==> config.mk <==
export PLATFORM = sky130hd
export DESIGN_NAME = fuse_cal_gen
export DESIGN_NICKNAME = d
export VERILOG_FILES = /design/src/rtl/fcal_pkg.sv /design/src/rtl/fcal_extract.sv /design/src/rtl/fcal_div.sv /design/src/rtl/fcal_pack.sv /design/src/rtl/fuse_cal_gen.sv
export SDC_FILE = /design/constraint.sdc
export NUM_CORES = 1
export LEC_CHECK = 0
export ABC_AREA = 1
export BUFFER_PORTS_ARGS = -buffer_cell sky130_fd_sc_hd__buf_4
export CAP_MARGIN = 20
export CORE_UTILIZATION = 32
export DETAILED_ROUTE_END_ITERATION = 16
export PLACE_DENSITY_LB_ADDON = 0.1
export SLEW_MARGIN = 20
export SYNTH_ARGS = -nofsm -noshare
export SYNTH_HDL_FRONTEND = slang
export SYNTH_SLANG_ARGS = --single-unit
==> constraint.sdc <==
create_clock -name clk_i -period 12.3 [get_ports clk_i]
set_input_delay 1.23 -clock clk_i [delete_from_list [all_inputs] [get_ports clk_i]]
set_output_delay 1.23 -clock clk_i [all_outputs]
set_load 0.02 [all_outputs]
==> src/rtl/fcal_pkg.sv <==
package fcal_pkg;
  localparam int unsigned N_SENS  = 4;
  localparam int unsigned CAL_W   = 12;
  localparam int unsigned CAL_MID = 2048;
  localparam int unsigned AMB_MUL = 100;
  localparam int unsigned DEC_DIV = 10;

  typedef enum logic [3:0] {
    ST_IDLE,
    ST_D1,
    ST_D1W,
    ST_D2,
    ST_D2W,
    ST_CHK,
    ST_WR,
    ST_NXT,
    ST_DONE
  } st_e;
endpackage

==> src/rtl/fcal_extract.sv <==
module fcal_extract #(
  parameter int unsigned FUSE_W = 16,
  parameter int unsigned CAL_W  = 12,
  parameter int unsigned N      = 4,
  parameter int unsigned IDX_W  = 2
) (
  input  logic [N*FUSE_W-1:0] fuse_i,
  input  logic [IDX_W-1:0]    idx_i,
  output logic [CAL_W-1:0]    reading_o
);
  localparam int unsigned NIB = CAL_W / (N - 1);

  logic [CAL_W-1:0] rd_lo [N-1];
  logic [CAL_W-1:0] rd_last;

  generate
    for (genvar s = 0; s < N - 1; s++) begin : g_direct
      assign rd_lo[s] = fuse_i[(s+1)*FUSE_W +: CAL_W];
    end
    // last sensor: top nibble of each of words 1..N-1, low word first
    for (genvar k = 0; k < N - 1; k++) begin : g_nib
      assign rd_last[k*NIB +: NIB] = fuse_i[(k+2)*FUSE_W-1 -: NIB];
    end
  endgenerate

  always_comb begin
    reading_o = rd_last;
    for (int s = 0; s < N - 1; s++) begin
      if (idx_i == IDX_W'(s)) reading_o = rd_lo[s];
    end
  end
endmodule

==> src/rtl/fcal_div.sv <==
module fcal_div #(
  parameter int unsigned W = 32
) (
  input  logic                clk_i,
  input  logic                rst_ni,
  input  logic                go_i,
  input  logic signed [W-1:0] num_i,
  input  logic signed [W-1:0] den_i,
  output logic                done_o,
  output logic signed [W-1:0] quo_o
);
  localparam int unsigned CW = $clog2(W + 1);

  logic [W:0]    rem_q;
  logic [W-1:0]  quo_q;
  logic [W-1:0]  den_q;
  logic [CW-1:0] cnt_q;
  logic          run_q;
  logic          neg_q;
  logic [W-1:0]  num_abs;
  logic [W-1:0]  den_abs;
  logic [W:0]    shf;
  logic [W:0]    trial;

  assign num_abs = num_i[W-1] ? W'(-num_i) : W'(num_i);
  assign den_abs = den_i[W-1] ? W'(-den_i) : W'(den_i);
  assign shf     = {rem_q[W-1:0], quo_q[W-1]};
  assign trial   = shf - {1'b0, den_q};

  always_ff @(posedge clk_i or negedge rst_ni) begin
    if (!rst_ni) begin
      rem_q  <= '0;
      quo_q  <= '0;
      den_q  <= '0;
      cnt_q  <= '0;
      run_q  <= 1'b0;
      neg_q  <= 1'b0;
      done_o <= 1'b0;
    end else if (go_i) begin
      rem_q  <= '0;
      quo_q  <= num_abs;
      den_q  <= den_abs;
      cnt_q  <= CW'(W);
      run_q  <= 1'b1;
      neg_q  <= num_i[W-1] ^ den_i[W-1];
      done_o <= 1'b0;
    end else if (run_q) begin
      if (!trial[W]) begin
        rem_q <= trial;
        quo_q <= {quo_q[W-2:0], 1'b1};
      end else begin
        rem_q <= shf;
        quo_q <= {quo_q[W-2:0], 1'b0};
      end
      cnt_q <= cnt_q - 1'b1;
      if (cnt_q == CW'(1)) begin
        run_q  <= 1'b0;
        done_o <= 1'b1;
      end
    end else begin
      done_o <= 1'b0;
    end
  end

  // magnitude quotient carries the truncation toward zero
  assign quo_o = neg_q ? -$signed(quo_q) : $signed(quo_q);

  a_r6_div_done_pulse: assert property (@(posedge clk_i) disable iff (!rst_ni)
    done_o |=> !done_o);
  a_r6_no_relaunch: assert property (@(posedge clk_i) disable iff (!rst_ni)
    run_q |-> !go_i);
endmodule

==> src/rtl/fcal_pack.sv <==
module fcal_pack #(
  parameter int unsigned CAL_W  = 12,
  parameter int unsigned DATA_W = 32,
  parameter int unsigned IDX_W  = 2,
  parameter int unsigned ADDR_W = 1
) (
  input  logic [CAL_W-1:0]  cal_i,
  input  logic [IDX_W-1:0]  idx_i,
  output logic [ADDR_W-1:0] addr_o,
  output logic [DATA_W-1:0] data_o,
  output logic [DATA_W-1:0] mask_o
);
  localparam int unsigned HALF = DATA_W / 2;

  assign addr_o = ADDR_W'(idx_i >> 1);

  generate
    for (genvar l = 0; l < 2; l++) begin : g_lane
      logic hit;
      assign hit = (idx_i[0] == 1'(l));
      assign data_o[l*HALF +: HALF] = hit ? HALF'(cal_i) : '0;
      assign mask_o[l*HALF +: HALF] = hit ? HALF'({CAL_W{1'b1}}) : '0;
    end
  endgenerate
endmodule

==> src/rtl/fuse_cal_gen.sv <==
module fuse_cal_gen
  import fcal_pkg::*;
#(
  parameter int unsigned FUSE_W = 16,
  parameter int unsigned OFS_W  = 24,
  parameter int unsigned SCL_W  = 12,
  parameter int unsigned DATA_W = 32
) (
  input  logic                          clk_i,
  input  logic                          rst_ni,
  input  logic                          start_i,
  input  logic [N_SENS*FUSE_W-1:0]      fuse_i,
  input  logic [$clog2(N_SENS+1)-1:0]   count_i,
  input  logic signed [OFS_W-1:0]       offset_i,
  input  logic [SCL_W-1:0]              scale_i,
  output logic                          wr_en_o,
  output logic [((N_SENS>2)?$clog2(N_SENS)-1:1)-1:0] wr_addr_o,
  output logic [DATA_W-1:0]             wr_data_o,
  output logic [DATA_W-1:0]             wr_mask_o,
  output logic                          done_o,
  output logic [N_SENS-1:0]             skip_o
);
  localparam int unsigned N      = N_SENS;
  localparam int unsigned IDX_W  = $clog2(N);
  localparam int unsigned CNT_W  = $clog2(N + 1);
  localparam int unsigned ADDR_W = (N > 2) ? IDX_W - 1 : 1;
  localparam int unsigned DIV_W  = OFS_W + 8;

  st_e                      st_q;
  logic [N*FUSE_W-1:0]      fuse_q;
  logic [CNT_W-1:0]         cnt_q;
  logic [CNT_W-1:0]         cnt_w;
  logic signed [OFS_W-1:0]  off_q;
  logic [SCL_W-1:0]         scl_q;
  logic signed [DIV_W-1:0]  amb_q;
  logic signed [DIV_W-1:0]  acc_q;
  logic [IDX_W-1:0]         idx_q;
  logic [N-1:0]             skip_q;
  logic [N-1:0]             abort_mask;
  logic [CAL_W-1:0]         rd;
  logic [DIV_W-1:0]         prod_w;
  logic signed [DIV_W-1:0]  off_ext;
  logic                     div_go;
  logic signed [DIV_W-1:0]  div_num;
  logic signed [DIV_W-1:0]  div_den;
  logic                     div_done;
  logic signed [DIV_W-1:0]  div_q;
  logic                     fits;
  logic                     last;

  always_comb begin
    if (count_i == '0)              cnt_w = CNT_W'(1);
    else if (count_i > CNT_W'(N))   cnt_w = CNT_W'(N);
    else                            cnt_w = count_i;
  end

  always_comb begin
    for (int i = 0; i < N; i++) abort_mask[i] = (CNT_W'(i) < cnt_w);
  end

  fcal_extract #(
    .FUSE_W(FUSE_W), .CAL_W(CAL_W), .N(N), .IDX_W(IDX_W)
  ) u_extract (
    .fuse_i   (fuse_q),
    .idx_i    (idx_q),
    .reading_o(rd)
  );

  assign prod_w  = DIV_W'(rd) * DIV_W'(scl_q);
  assign off_ext = $signed({{(DIV_W-OFS_W){off_q[OFS_W-1]}}, off_q});
  assign div_go  = (st_q == ST_D1) || (st_q == ST_D2);
  assign div_num = (st_q == ST_D1) ? $signed(prod_w) : ((acc_q <<< 3) + (acc_q <<< 1));
  assign div_den = (st_q == ST_D1) ? $signed(DIV_W'(DEC_DIV)) : $signed(DIV_W'(scl_q));

  fcal_div #(.W(DIV_W)) u_div (
    .clk_i (clk_i),
    .rst_ni(rst_ni),
    .go_i  (div_go),
    .num_i (div_num),
    .den_i (div_den),
    .done_o(div_done),
    .quo_o (div_q)
  );

  assign fits = (acc_q[DIV_W-1:CAL_W] == '0);
  assign last = ({1'b0, idx_q} == CNT_W'(cnt_q - 1'b1));

  always_ff @(posedge clk_i or negedge rst_ni) begin
    if (!rst_ni) begin
      st_q   <= ST_IDLE;
      fuse_q <= '0;
      cnt_q  <= '0;
      off_q  <= '0;
      scl_q  <= '0;
      amb_q  <= '0;
      acc_q  <= '0;
      idx_q  <= '0;
      skip_q <= '0;
    end else begin
      unique case (st_q)
        ST_IDLE: if (start_i) begin
          fuse_q <= fuse_i;
          cnt_q  <= cnt_w;
          off_q  <= offset_i;
          scl_q  <= scale_i;
          idx_q  <= '0;
          amb_q  <= $signed(DIV_W'(fuse_i[CAL_W-1:0]) * DIV_W'(AMB_MUL));
          if (fuse_i[FUSE_W-1:0] == '0) begin
            skip_q <= abort_mask;
            st_q   <= ST_DONE;
          end else begin
            skip_q <= '0;
            st_q   <= ST_D1;
          end
        end
        ST_D1:  st_q <= ST_D1W;
        ST_D1W: if (div_done) begin
          acc_q <= off_ext - div_q - amb_q;
          st_q  <= ST_D2;
        end
        ST_D2:  st_q <= ST_D2W;
        ST_D2W: if (div_done) begin
          acc_q <= $signed(DIV_W'(CAL_MID)) - div_q;
          st_q  <= ST_CHK;
        end
        ST_CHK: begin
          if (fits) st_q <= ST_WR;
          else begin
            skip_q[idx_q] <= 1'b1;
            st_q          <= ST_NXT;
          end
        end
        ST_WR:  st_q <= ST_NXT;
        ST_NXT: begin
          if (last) st_q <= ST_DONE;
          else begin
            idx_q <= idx_q + 1'b1;
            st_q  <= ST_D1;
          end
        end
        ST_DONE: st_q <= ST_IDLE;
        default: st_q <= ST_IDLE;
      endcase
    end
  end

  fcal_pack #(
    .CAL_W(CAL_W), .DATA_W(DATA_W), .IDX_W(IDX_W), .ADDR_W(ADDR_W)
  ) u_pack (
    .cal_i (acc_q[CAL_W-1:0]),
    .idx_i (idx_q),
    .addr_o(wr_addr_o),
    .data_o(wr_data_o),
    .mask_o(wr_mask_o)
  );

  assign wr_en_o = (st_q == ST_WR);
  assign done_o  = (st_q == ST_DONE);
  assign skip_o  = skip_q;

  a_r10_done_pulse: assert property (@(posedge clk_i) disable iff (!rst_ni)
    done_o |=> !done_o);
  a_r12_write_single: assert property (@(posedge clk_i) disable iff (!rst_ni)
    wr_en_o |=> !wr_en_o);
  a_r8_mask_width: assert property (@(posedge clk_i) disable iff (!rst_ni)
    wr_en_o |-> $countones(wr_mask_o) == CAL_W);
  a_r8_data_in_mask: assert property (@(posedge clk_i) disable iff (!rst_ni)
    wr_en_o |-> (wr_data_o & ~wr_mask_o) == '0);
  a_r3_abort_done: assert property (@(posedge clk_i) disable iff (!rst_ni)
    (st_q == ST_IDLE && start_i && fuse_i[FUSE_W-1:0] == '0) |=> (done_o && !wr_en_o));
  a_r10_skip_hold: assert property (@(posedge clk_i) disable iff (!rst_ni)
    (st_q == ST_IDLE && !start_i) |=> $stable(skip_o));
  a_r11_busy_keeps_count: assert property (@(posedge clk_i) disable iff (!rst_ni)
    (st_q != ST_IDLE && start_i) |=> $stable(cnt_q));
endmodule

==> impl_summary.log <==
[metrics] run status: finished clean
[metrics] number of vias per cell: 4.807
[metrics] total number of nets in the final design: 4475
[metrics] area of the die: 82120 um2
[metrics] slowest cell delay on critical path: 0.67 ns
[metrics] commonest non-fill, non-tap cell in the layout: nand2_1
[metrics] Synth Area per Inst: 6.570 um2
[metrics] setup bufs post-CTS: 0
[metrics] synthesis warning total: 0
[metrics] final worst path period share: 64.47%
[metrics] cell depth of the worst flop-to-flop path: 31
[metrics] Max Freq: 0.1261 GHz
[metrics] register area share after synthesis: 22.31%
[metrics] CP arrival: 8.36 ns
[metrics] Initial DRC Count: 1386
[metrics] chip width: 286.6 um
[metrics] post-synthesis cell area: 25910 um2
[metrics] Max Cap Viol: 0
[metrics] number of synthesized flops with an enable pin: 0
[metrics] length of the first detailed-routing pass in iterations: 6
[metrics] Hold Worst Slack: 0.4805 ns
[metrics] wire length after detailed routing: 88.03 mm
[metrics] routability-driven placement congestion ratio: 0.9305
[metrics] Mapped Cells: 3944
[metrics] # diodes: 0
[metrics] CTS sink cnt: 231
[metrics] setup repair after global routing missed its margin: no
[metrics] CP required: 12.73 ns
[metrics] max-slew violation count: 0
[metrics] post-detail-place hpwl: 71.69 mm
[metrics] clock skew: 0.03219 ns
[metrics] final core utilization: 36.64%
[metrics] number of clock buffers inserted by TritonCTS: 35
[metrics] cell repeated most along the worst path: inv_1
[metrics] all-layer global routing usage: 21.80%
[metrics] sort of element at the end of the critical path: flip-flop
[metrics] ratio of cells with drive above 1 in the final layout: 7.823%
[metrics] highest-delay cell along the critical path: dfrtp_2
[metrics] final critical path time including I/O delays and setup: 7.930 ns
[metrics] count of cell types in the netlist: 57
[metrics] clk_lat worst skew: 0.57 ns
[metrics] Die Y: 286.6 um
[metrics] hold violation count in the final report: 0
[metrics] Max Fanout on Critical Path: 42
[metrics] wire length of the first global-routing pass: 140.3 mm
[metrics] share of synthesized registers carrying an async set or reset: 100.0%
[metrics] clock-pin slew on the worst setup and hold paths: 0.05 ns
[metrics] total DRC errors in the routed layout: 0
[metrics] worst max-slew margin expressed relative to the limit: 38.07%
[metrics] average routed wire per standard cell: 17.21 um
[metrics] synthesis-to-layout area growth: 12.44%
[metrics] start point of the worst hold path: fuse_q[54]$_DFFE_PN0P_
[metrics] clock tree from TritonCTS: built
[metrics] number of buffers added to fix hold violations after cts: 0
[metrics] standard-cell rows: 103
[metrics] cts repair resizes: 0
[metrics] starting density of the core: 32.59%
[metrics] flop2flop setup slack: 4.37 ns
[metrics] reg2reg end: u_div.quo_q[19]$_DFFE_PN0P_
[metrics] setup_tns: 0 ns
[metrics] count of input and output buffers: 160
[metrics] antenna violation net count after detailed routing: 0
[metrics] total via count after detailed routing: 24590
[metrics] Synth Register Bits: 231
[metrics] number of stages on the worst hold path: 2
[metrics] start of the worst register-to-register path: idx_q[0]$_DFFE_PN0P_
[metrics] initial antenna violation count: 3
[metrics] type of the worst setup path: reg -> reg
[metrics] H-tree lvl count: 2
[metrics] Hold Path End: fuse_q[54]$_DFFE_PN0P_
[metrics] number of I/O pins: 177
[metrics] largest net degree at the start of global routing: 135
[metrics] most frequent cells in the layout: nand2_1, inv_1, nor2_1
[metrics] total global routing overflow: 0
[metrics] kind of path behind the tightest hold check: reg -> reg
[metrics] Setup Slack @ Placement: 4.348 ns
[metrics] via count of the first global-routing pass: 24980
[metrics] post-route setup slack: 4.370 ns
[metrics] Fill cells: 8830
[metrics] slew at the pin closest to its max-slew limit: 0.9280 ns
[metrics] Worst setup SP type: flip-flop
[metrics] Post-synth top flop: dfrtp_1
[metrics] Std-Cell Core Area: 79520 um2
[metrics] Clock Tree Root: clkbuf_16
[metrics] clk buf depth: 3
[metrics] endpoints failing setup: 0
==> layer usage <==
layer  track usage, %  wire length, um  up-vias
li1                 -                -    12500
met1            29.63            42190    11540
met2            36.08            40060      451
met3            2.822             3422      101
met4            6.043             2347        2
met5                0                8        -
==> worst max-delay path, delay by kind of cell (launching register included) <==
kind,cells,cell delay (ns)
fa+ha+maj,7,3.51
simple gates,10,1.55
buf+inv,9,1.30
compound gates,5,0.71
flops,1,0.67
==> cell usage after synthesis, drive strengths merged, types with 36 or more instances <==
master / count / share of area, %
ha: 202 / 9.8
a21oi: 124 / 2.5
o211ai: 36 / 1.0
fa: 127 / 9.8
xor2: 47 / 1.6
clkbuf: 56 / 0.81
o21ai: 191 / 3.7
dfrtp: 231 / 22
nor2: 372 / 5.9
nand4: 46 / 1.2
nand2: 1211 / 18
buf: 74 / 1.8
nand3: 290 / 5.7
inv: 730 / 11
==> metrics by stage <==
step                area, um2  cells
floorplan               25970   3959
global placement        27940   5053
detailed placement      27940   5053
CTS                     29140   5115
global route            29140   5115
finish                  29140   5115
==> state kept, by name, indices dropped and copies added, names as in the netlist <==
signal / cells
skip_o: 4
u_div.run_q: 1
u_div.neg_q: 1
idx_q: 2
u_div.quo_q: 32
fuse_q: 51
cnt_q: 3
u_div.rem_q: 32
scl_q: 12
u_div.cnt_q: 6
st_q: 4
off_q: 24
amb_q: 14
u_div.den_q: 12
u_div.done_o: 1
acc_q: 32
==> worst max-delay path by stage <==
stage	slack (ns)	cells past startpoint	endpoint	start
floorplan	4.93	37	u_div.quo_q[23]$_DFFE_PN0P_	idx_q[0]$_DFFE_PN0P_
global placement	4.55	31	u_div.quo_q[19]$_DFFE_PN0P_	idx_q[0]$_DFFE_PN0P_
detailed placement	4.35	31	u_div.quo_q[19]$_DFFE_PN0P_	idx_q[0]$_DFFE_PN0P_
CTS	4.32	31	u_div.quo_q[19]$_DFFE_PN0P_	idx_q[0]$_DFFE_PN0P_
global route	3.47	31	u_div.quo_q[19]$_DFFE_PN0P_	idx_q[0]$_DFFE_PN0P_
finish	4.37	31	u_div.quo_q[19]$_DFFE_PN0P_	idx_q[0]$_DFFE_PN0P_
==> cells by family (layout without fill, tap and decap cells) <==
| family | Yosys count | in the layout | share of synthesized area, % |
|---|---|---|---|
| buffers and inverters | 868 | 974 | 13.36 |
| DFF | 231 | 231 | 22.31 |
| other | 1 | 16 | 0.01447 |
| xor gates and xnor gates | 64 | 64 | 2.163 |
| adders and majority gates | 329 | 329 | 19.57 |
| AOI/OAI and AO/OA | 458 | 458 | 10.21 |
| and+or+nand+nor | 1993 | 1993 | 32.39 |
==> layout make-up <==
cell class                      count  area (um2)  area share, %
Clock inverter                     15       230.2         0.7901
Timing Repair Buffer              174        1326          4.552
Inverter                          738        2775          9.525
Sequential cell                   231        5783          19.85
Clock buffer                       47       970.9          3.332
Tap cell                         1050        1314          4.509
Multi-Input combinational cell   2860       16740          57.44
Power is left out: the tool's default activity adds up to more than one toggle a clock period on the data nets, which glitch-free logic cannot reach.
